`src/rtl/spi_ctrl_pkg.sv`:
```
package spi_ctrl_pkg;
   // default geometry of the register port
   localparam int DEF_ADDR_W    = 4;
   localparam int DEF_DATA_W    = 10;
   localparam int DEF_CODE_W    = 6;
   localparam int DEF_N_PEAK    = 2;
   localparam int DEF_PEAK_BASE = 10;
   localparam int DEF_RSV_ADDR  = 15;
   localparam int DEF_VOL_LO    = 2;
   localparam int DEF_VOL_HI    = 9;
   localparam int DEF_EN_REG    = 14;
   localparam int DEF_EN_BIT    = 0;
   localparam int DEF_SYNC      = 2;
endpackage

```
`src/rtl/spi_ctrl_sync.sv`:
```
module spi_ctrl_sync #(
   parameter int         W       = 3,
   parameter int         STAGES  = spi_ctrl_pkg::DEF_SYNC,
   parameter logic [W-1:0] RST_VAL = '0
) (
   input  logic         clk,
   input  logic         rst_n,
   input  logic [W-1:0] d,
   output logic [W-1:0] q
);
   initial assert (STAGES >= 2) else $error("sync needs at least two stages");

   logic [W-1:0] stg [STAGES];

   always_ff @(posedge clk or negedge rst_n) begin
      if (!rst_n) begin
         for (int i = 0; i < STAGES; i++) stg[i] <= RST_VAL;
      end else begin
         stg[0] <= d;
         for (int i = 1; i < STAGES; i++) stg[i] <= stg[i-1];
      end
   end

   assign q = stg[STAGES-1];
endmodule

```
`src/rtl/spi_ctrl_frame.sv`:
```
module spi_ctrl_frame #(
   parameter int ADDR_W = spi_ctrl_pkg::DEF_ADDR_W,
   parameter int DATA_W = spi_ctrl_pkg::DEF_DATA_W
) (
   input  logic              clk,
   input  logic              rst_n,
   input  logic              cs_s,
   input  logic              sck_s,
   input  logic              mosi_s,
   input  logic [DATA_W-1:0] rd_word,
   output logic [ADDR_W-1:0] rd_addr,
   output logic              rd_stb,
   output logic              wr_stb,
   output logic [ADDR_W-1:0] wr_addr,
   output logic [DATA_W-1:0] wr_data,
   output logic              miso,
   output logic              miso_oe
);
   localparam int HDR_W = ADDR_W + 2;
   localparam int FRM_W = HDR_W + DATA_W;
   localparam int CNT_W = $clog2(FRM_W + 2);
   localparam logic [CNT_W-1:0] CNT_HDR_M1 = CNT_W'(HDR_W - 1);
   localparam logic [CNT_W-1:0] CNT_HDR    = CNT_W'(HDR_W);
   localparam logic [CNT_W-1:0] CNT_FRM    = CNT_W'(FRM_W);
   localparam logic [CNT_W-1:0] CNT_SAT    = CNT_W'(FRM_W + 1);

   logic              cs_d, sck_d;
   logic [FRM_W-1:0]  sr;
   logic [CNT_W-1:0]  cnt;
   logic [DATA_W-1:0] tx;
   logic              sck_rise, sck_fall, cs_rise;

   assign sck_rise = sck_s & ~sck_d & ~cs_s;
   assign sck_fall = ~sck_s & sck_d & ~cs_s;
   assign cs_rise  = cs_s & ~cs_d;

   // header bits seen so far: {addr, rw} in sr[ADDR_W:0] before the reserved bit
   assign rd_addr = sr[ADDR_W:1];
   assign rd_stb  = sck_rise && (cnt == CNT_HDR_M1) && sr[0];

   assign wr_addr = sr[FRM_W-1 -: ADDR_W];
   assign wr_data = sr[DATA_W-1:0];
   assign wr_stb  = cs_rise && (cnt == CNT_FRM) && !sr[DATA_W+1] && !sr[DATA_W];

   always_ff @(posedge clk or negedge rst_n) begin
      if (!rst_n) begin
         cs_d    <= 1'b1;
         sck_d   <= 1'b0;
         sr      <= '0;
         cnt     <= '0;
         tx      <= '0;
         miso    <= 1'b0;
         miso_oe <= 1'b0;
      end else begin
         cs_d    <= cs_s;
         sck_d   <= sck_s;
         miso_oe <= ~cs_s;
         if (cs_s) begin
            cnt  <= '0;
            tx   <= '0;
            miso <= 1'b0;
         end else begin
            if (sck_rise) begin
               sr <= {sr[FRM_W-2:0], mosi_s};
               if (cnt != CNT_SAT) cnt <= cnt + 1'b1;
               if (cnt == CNT_HDR_M1) tx <= sr[0] ? rd_word : '0;
            end
            if (sck_fall) begin
               if (cnt >= CNT_HDR && cnt < CNT_FRM) begin
                  miso <= tx[DATA_W-1];
                  tx   <= {tx[DATA_W-2:0], 1'b0};
               end else begin
                  miso <= 1'b0;
               end
            end
         end
      end
   end

   // the data line is quiet whenever its driver is disabled
   a_r1_miso_quiet: assert property (@(posedge clk) disable iff (!rst_n)
      !miso_oe |-> !miso);

   // a commit never happens while the frame line is still low
   a_r3_commit_on_close: assert property (@(posedge clk) disable iff (!rst_n)
      wr_stb |-> $past(!cs_s));
endmodule

```
`src/rtl/spi_ctrl_regs.sv`:
```
module spi_ctrl_regs #(
   parameter int ADDR_W    = spi_ctrl_pkg::DEF_ADDR_W,
   parameter int DATA_W    = spi_ctrl_pkg::DEF_DATA_W,
   parameter int N_PEAK    = spi_ctrl_pkg::DEF_N_PEAK,
   parameter int PEAK_BASE = spi_ctrl_pkg::DEF_PEAK_BASE,
   parameter int RSV_ADDR  = spi_ctrl_pkg::DEF_RSV_ADDR,
   parameter int VOL_LO    = spi_ctrl_pkg::DEF_VOL_LO,
   parameter int VOL_HI    = spi_ctrl_pkg::DEF_VOL_HI,
   localparam int N_REG    = 1 << ADDR_W
) (
   input  logic                    clk,
   input  logic                    rst_n,
   input  logic                    wr_stb,
   input  logic [ADDR_W-1:0]       wr_addr,
   input  logic [DATA_W-1:0]       wr_data,
   output logic [N_REG*DATA_W-1:0] cfg_q
);
   for (genvar a = 0; a < N_REG; a++) begin : g_slot
      if ((a >= PEAK_BASE && a < PEAK_BASE + N_PEAK) || a == RSV_ADDR) begin : g_ro
         assign cfg_q[a*DATA_W +: DATA_W] = '0;
      end else begin : g_rw
         localparam logic [DATA_W-1:0] RST =
            (a >= VOL_LO && a <= VOL_HI) ? {DATA_W{1'b1}} : {DATA_W{1'b0}};
         logic [DATA_W-1:0] q;
         always_ff @(posedge clk or negedge rst_n) begin
            if (!rst_n)                                  q <= RST;
            else if (wr_stb && wr_addr == ADDR_W'(a))    q <= wr_data;
         end
         assign cfg_q[a*DATA_W +: DATA_W] = q;
      end
   end

   // without a commit strobe no word moves
   a_r3_hold_without_commit: assert property (@(posedge clk) disable iff (!rst_n)
      !wr_stb |=> $stable(cfg_q));
endmodule

```
`src/rtl/spi_ctrl_peak.sv`:
```
module spi_ctrl_peak #(
   parameter int CODE_W = spi_ctrl_pkg::DEF_CODE_W
) (
   input  logic              clk,
   input  logic              rst_n,
   input  logic              en,
   input  logic              clr,
   input  logic              smp_vld,
   input  logic [CODE_W-1:0] smp_code,
   output logic [CODE_W-1:0] code_q
);
   localparam logic [CODE_W-1:0] QUIET = {CODE_W{1'b1}};

   logic [CODE_W-1:0] base, nxt;

   always_comb begin
      base = clr ? QUIET : code_q;
      nxt  = base;
      if (en && smp_vld && smp_code < base) nxt = smp_code;
   end

   always_ff @(posedge clk or negedge rst_n) begin
      if (!rst_n) code_q <= QUIET;
      else        code_q <= nxt;
   end

   // between reads the held code never gets quieter
   a_r8_min_only: assert property (@(posedge clk) disable iff (!rst_n)
      !clr |=> code_q <= $past(code_q));
   // with no accepted sample and no read the code is held
   a_r9_idle_hold: assert property (@(posedge clk) disable iff (!rst_n)
      (!clr && !(en && smp_vld)) |=> $stable(code_q));
   // a read with no new sample returns the tracker to the quiet code
   a_r7_clear_on_read: assert property (@(posedge clk) disable iff (!rst_n)
      (clr && !smp_vld) |=> code_q == QUIET);
endmodule

```
`src/rtl/spi_ctrl_port.sv`:
```
module spi_ctrl_port #(
   parameter int ADDR_W    = spi_ctrl_pkg::DEF_ADDR_W,
   parameter int DATA_W    = spi_ctrl_pkg::DEF_DATA_W,
   parameter int CODE_W    = spi_ctrl_pkg::DEF_CODE_W,
   parameter int N_PEAK    = spi_ctrl_pkg::DEF_N_PEAK,
   parameter int PEAK_BASE = spi_ctrl_pkg::DEF_PEAK_BASE,
   parameter int RSV_ADDR  = spi_ctrl_pkg::DEF_RSV_ADDR,
   parameter int VOL_LO    = spi_ctrl_pkg::DEF_VOL_LO,
   parameter int VOL_HI    = spi_ctrl_pkg::DEF_VOL_HI,
   parameter int EN_REG    = spi_ctrl_pkg::DEF_EN_REG,
   parameter int EN_BIT    = spi_ctrl_pkg::DEF_EN_BIT,
   parameter int SYNC      = spi_ctrl_pkg::DEF_SYNC,
   localparam int N_REG    = 1 << ADDR_W
) (
   input  logic                     clk,
   input  logic                     rst_n,
   input  logic                     spi_cs_n,
   input  logic                     spi_sck,
   input  logic                     spi_mosi,
   output logic                     spi_miso,
   output logic                     spi_miso_oe,
   input  logic [N_PEAK-1:0]        pk_vld,
   input  logic [N_PEAK*CODE_W-1:0] pk_code,
   output logic [N_REG*DATA_W-1:0]  cfg_q
);
   initial begin
      assert (DATA_W > CODE_W) else $error("peak code must fit in a data word");
      assert (PEAK_BASE + N_PEAK <= N_REG) else $error("peak slots outside bank");
      assert (EN_REG < N_REG && EN_BIT < DATA_W) else $error("enable bit outside bank");
   end

   logic [2:0]        pins_s;
   logic [ADDR_W-1:0] rd_addr, wr_addr;
   logic [DATA_W-1:0] rd_word, wr_data;
   logic              rd_stb, wr_stb, peak_en;
   logic [DATA_W-1:0] cfg_w [N_REG];
   logic [CODE_W-1:0] pk_q  [N_PEAK];

   spi_ctrl_sync #(.W(3), .STAGES(SYNC), .RST_VAL(3'b100)) u_sync (
      .clk (clk), .rst_n (rst_n),
      .d   ({spi_cs_n, spi_sck, spi_mosi}),
      .q   (pins_s)
   );

   spi_ctrl_frame #(.ADDR_W(ADDR_W), .DATA_W(DATA_W)) u_frame (
      .clk     (clk),       .rst_n   (rst_n),
      .cs_s    (pins_s[2]), .sck_s   (pins_s[1]), .mosi_s (pins_s[0]),
      .rd_word (rd_word),   .rd_addr (rd_addr),   .rd_stb (rd_stb),
      .wr_stb  (wr_stb),    .wr_addr (wr_addr),   .wr_data (wr_data),
      .miso    (spi_miso),  .miso_oe (spi_miso_oe)
   );

   spi_ctrl_regs #(
      .ADDR_W (ADDR_W), .DATA_W (DATA_W), .N_PEAK (N_PEAK), .PEAK_BASE (PEAK_BASE),
      .RSV_ADDR (RSV_ADDR), .VOL_LO (VOL_LO), .VOL_HI (VOL_HI)
   ) u_regs (
      .clk (clk), .rst_n (rst_n),
      .wr_stb (wr_stb), .wr_addr (wr_addr), .wr_data (wr_data),
      .cfg_q (cfg_q)
   );

   for (genvar w = 0; w < N_REG; w++) begin : g_word
      assign cfg_w[w] = cfg_q[w*DATA_W +: DATA_W];
   end

   assign peak_en = cfg_w[EN_REG][EN_BIT];

   for (genvar c = 0; c < N_PEAK; c++) begin : g_peak
      logic clr_c;
      assign clr_c = rd_stb && (rd_addr == ADDR_W'(PEAK_BASE + c));
      spi_ctrl_peak #(.CODE_W(CODE_W)) u_peak (
         .clk (clk), .rst_n (rst_n), .en (peak_en), .clr (clr_c),
         .smp_vld (pk_vld[c]), .smp_code (pk_code[c*CODE_W +: CODE_W]),
         .code_q (pk_q[c])
      );
   end

   always_comb begin
      rd_word = cfg_w[rd_addr];
      for (int c = 0; c < N_PEAK; c++) begin
         if (rd_addr == ADDR_W'(PEAK_BASE + c))
            rd_word = {pk_q[c], {(DATA_W-CODE_W){1'b0}}};
      end
   end
endmodule

```
`config.mk`:
```
export PLATFORM = sky130hd
export DESIGN_NAME = spi_ctrl_port
export DESIGN_NICKNAME = d
export VERILOG_FILES = /design/src/rtl/spi_ctrl_pkg.sv /design/src/rtl/spi_ctrl_sync.sv /design/src/rtl/spi_ctrl_frame.sv /design/src/rtl/spi_ctrl_regs.sv /design/src/rtl/spi_ctrl_peak.sv /design/src/rtl/spi_ctrl_port.sv
export SDC_FILE = /design/constraint.sdc
export NUM_CORES = 1
export LEC_CHECK = 0
export BUFFER_PORTS_ARGS = -buffer_cell sky130_fd_sc_hd__buf_2
export CORE_MARGIN = 5
export CORE_UTILIZATION = 50
export CTS_CLUSTER_DIAMETER = 60
export DETAILED_ROUTE_END_ITERATION = 10
export PLACE_DENSITY = 0.76
export SYNTH_ARGS = -nofsm -noshare
export SYNTH_HDL_FRONTEND = slang
export SYNTH_SLANG_ARGS = --single-unit
```
`constraint.sdc`:
```
create_clock -name clk -period 2.6 [get_ports clk]
set_input_delay 0.52 -clock clk [delete_from_list [all_inputs] [get_ports clk]]
set_output_delay 0.52 -clock clk [all_outputs]
set_load 0.05 [all_outputs]
```
==> flow_metrics.env <==
export IMPL_status="finished, violations left"
export IMPL_failed_checks="negative setup slack"
export IMPL_clockRootBuffer="clkbuf_16"
export IMPL_die_h_um=144.4
export IMPL_ys_async_sr_fraction=1.000
export IMPL_areaGrowthSynthToFinish_pct=21.98
export IMPL_synth_ff_type="dfstp_2"
export IMPL_post_place_ws_ns=-0.2265
export IMPL_cts_tree="built"
export IMPL_clk_latency_ns=0.44
export IMPL_portBuffers=150
export IMPL_cpPeakStageDelay_ns=0.40
export IMPL_hpwlAfterDp_um=16910
export IMPL_vdd_drop_max_uv=557.4
export IMPL_hold_path_class="in -> async"
export IMPL_synth_avg_cell_area_um2=13.02
export IMPL_p_leak_uw=0.005345
export IMPL_grt_pass1_wl_um=38300
export IMPL_start_util=0.5045
export IMPL_grt_setup_unrepaired="true"
export IMPL_finalInstanceArea_um2=11020
export IMPL_worst_slew_pin_slew_ns=0.7071
export IMPL_yosys_warnings=0
export IMPL_crit_fanout=6
export IMPL_comb_power_share=0.213
export IMPL_syn_cell_area_um2=9032
export IMPL_yosysTopAreaCellShare=0.2764
export IMPL_skew_ns=0.008022
export IMPL_clockBufferDepth=2
export IMPL_dieArea_um2=20850
export IMPL_yosysSeqAreaShare=0.5202
export IMPL_synth_seq_cells=183
export IMPL_postCtsHoldBufs=0
export IMPL_routed_via_density=5.690
export IMPL_swShare=0.3248
export IMPL_grtUsageTotal=0.2404
export IMPL_final_util=0.6155
export IMPL_cts_buffers=17
export IMPL_nets=908
export IMPL_clkSinkCount=183
export IMPL_overflow=0
export IMPL_critPathKind="reg -> reg"
export IMPL_layout_drive_gt1_share=0.5984
export IMPL_avgRoutedWirePerCell_um=21.46
export IMPL_endpoint_kind="flop"
export IMPL_synthTopCellsByArea="dfstp_2, dfrtp_1, mux2_2"
export IMPL_fp_dieW_um=144.4
export IMPL_cp_data_required_time_ns=2.96
export IMPL_core_um2=17900
export IMPL_ant_nets=0
export IMPL_pwr_share_seq=0.430
export IMPL_setup_viol=12
export IMPL_timing_final_ws_setup_ns=-0.2527
export IMPL_grt_pass1_vias=6634
export IMPL_period_share=1.097
export IMPL_crit_path_start_kind="flop"
export IMPL_num_vias=6361
export IMPL_slew_limit_headroom=0.5226
export IMPL_finalCriticalPeriod_ns=2.853
export IMPL_p_int_uw=4862
export IMPL_grt_max_degree=70
export IMPL_powerDensity_nw_per_um2=653.6
export IMPL_cts_htree_levels=4
export IMPL_synth_distinct_cells=66
export IMPL_gp_congestion=0.8875
export IMPL_drv_cap=0
export IMPL_rows=49
export IMPL_pwr_share_clk=0.357
export IMPL_finalSetupTns_ns=-1.733
export IMPL_synth_edf_count=0
export IMPL_p_switching_uw=2339
export IMPL_worst_path_max_delay_cell="dfrtp_1"
export IMPL_io_pins=181
export IMPL_hold_viol_final=0
export IMPL_crit_arrival_ns=3.21
export IMPL_fmax_mhz=350.5
export IMPL_yosysTopAreaCell="dfstp_2"
export IMPL_placed_area_um2=10290
export IMPL_drt_pass1_iter_count=5
export IMPL_antenna_found_initial=0
export IMPL_slew_violations=0
export IMPL_drt_iter0_markers=412
export IMPL_cp_cell_sequence="inv_2, ha_4, and4bb_4, and3_4, and3_4, nor2_4, ha_4, a21oi_2, nand2_1, a2111oi_2, o41a_1, buf_6, mux2i_2"
export IMPL_drt_wl_total_um=23990
export IMPL_drcViolationCount=0
export IMPL_netlist_instances=694
export IMPL_path_clk_slew_ns=0.07
export IMPL_n_antenna_cell=0
[final cells by class]
type                    count  area (um^2)
multi-input cells         456         4154
clock buffers              19        442.9
well taps                 229        286.5
clock inverters            13        137.6
fillers                  1381         6884
flip-flops and latches    183         4701
inverters                  12        45.04
repair buffers            206         1251
[power by group through the flow]
stage,sequential [uW],combinational [uW],clock [uW]
final,3100,1540,2570
after global routing,3110,1650,2750
after CTS,3090,1520,2620
after detailed placement,3140,1510,0
after global placement,3130,1510,0
after floorplan,3020,1120,0
[cell families after synthesis]
logic type / Yosys count / share of synthesized area
AO/OA/AOI/OAI: 94 / 0.07051
AND/OR/NAND/NOR: 107 / 0.07023
multiplexers: 208 / 0.2651
flip-flops: 183 / 0.5202
other: 1 / 0.0004152
adder cells (fa/ha/maj): 13 / 0.01801
buffers and inverters: 84 / 0.05167
XOR/XNOR: 4 / 0.003879
[cell usage after synthesis, drive strengths merged (3+ instances only)]
| cell | n |
|---|---|
| ha | 13 |
| nor2b | 9 |
| a21o | 4 |
| nor2 | 26 |
| o221ai | 4 |
| nor3b | 5 |
| dfrtp | 88 |
| o21ai | 11 |
| nand4 | 5 |
| clkbuf | 21 |
| buf | 51 |
| mux4 | 10 |
| inv | 11 |
| nand2 | 25 |
| nand3b | 5 |
| xor2 | 3 |
| nand2b | 4 |
| mux2i | 48 |
| o31ai | 3 |
| or3 | 3 |
| nand3 | 9 |
| mux2 | 150 |
| o22a | 5 |
| o211ai | 6 |
| a22oi | 10 |
| dfstp | 95 |
| a221oi | 3 |
| a21oi | 28 |
| and3b | 3 |
[state kept, by name (all words and copies together), names as in the netlist]
| name | count |
|---|---|
| g_peak.u_peak.code_q | 12 |
| u_frame.cnt | 5 |
| u_frame.cs_d | 1 |
| u_frame.miso | 1 |
| u_frame.miso_oe | 1 |
| u_frame.sck_d | 1 |
| u_frame.sr | 16 |
| u_frame.tx | 10 |
| u_regs.g_slot.g_rw.q | 130 |
| u_sync.q | 3 |
| u_sync.stg | 3 |
[layer usage]
metal,part of all wire,vias to the layer above,track usage
met5,0,-,0
met4,0.016,0,0.06578
met3,0.074,27,0.05556
met2,0.47,227,0.3787
met1,0.44,3269,0.3369
li1,-,2838,-
[worst max-delay path: cells and delay by family (launching register included)]
family | cells | cell delay, ns
adder cells (fa/ha/maj) | 2 | 0.35
multiplexers | 1 | 0.22
buffers and inverters | 2 | 0.22
flip-flops | 1 | 0.40
AND/OR/NAND/NOR | 5 | 0.86
AO/OA/AOI/OAI | 3 | 0.72
[stage by stage]
step           cells  hold slack [ns]  total power (uW)
2_1_floorplan    723           0.2244              4136
3_3_place_gp    1077           0.3352              4649
3_5_place_dp    1077           0.3397              4649
4_1_cts         1116           0.1271              7234
5_1_grt         1118           0.1575              7507
6_report        1118           0.1161              7202
[timing repair]
item / CTS / global route
buffers inserted: 7 / 3
endpoints found under the setup margin: 12 / 21
pin swaps: 14 / 11
gates cloned: 0 / 0
resized for setup: 12 / 4
[path summary, 6_finish.rpt]
path,startpoint,endpoint,slack [ns],depth (start not counted)
setup / recovery,u_frame.cnt[1]$_DFFE_PN0P_,g_peak[1].u_peak.code_q[2]$_DFF_PN1_,-0.25,13
setup reg to reg,u_frame.cnt[1]$_DFFE_PN0P_,g_peak[1].u_peak.code_q[2]$_DFF_PN1_,-0.25,13
hold reg to reg,u_sync.stg[5]$_DFF_PN1_,u_sync.q[2]$_DFF_PN1_,0.36,0
hold / removal,rst_n,u_sync.stg[3]$_DFF_PN0_,0.12,1
max in group asynchronous,rst_n,u_regs.g_slot[6].g_rw.q[3]$_DFFE_PN1P_,1.72,2
min in group clk,spi_cs_n,u_sync.stg[5]$_DFF_PN1_,0.19,1
[cells in the final DEF (no fill, tap or decap), types with 11 or more instances in the layout]
master	count
conb_1	30
dfstp_2	95
o21ai_0	11
clkbuf_16	17
nand2_1	19
dfrtp_1	86
buf_2	149
mux2_2	149
buf_4	48
a21oi_1	27
nor2_1	21
mux2i_1	46
No activity file was read; power rests on OpenSTA's default activity.
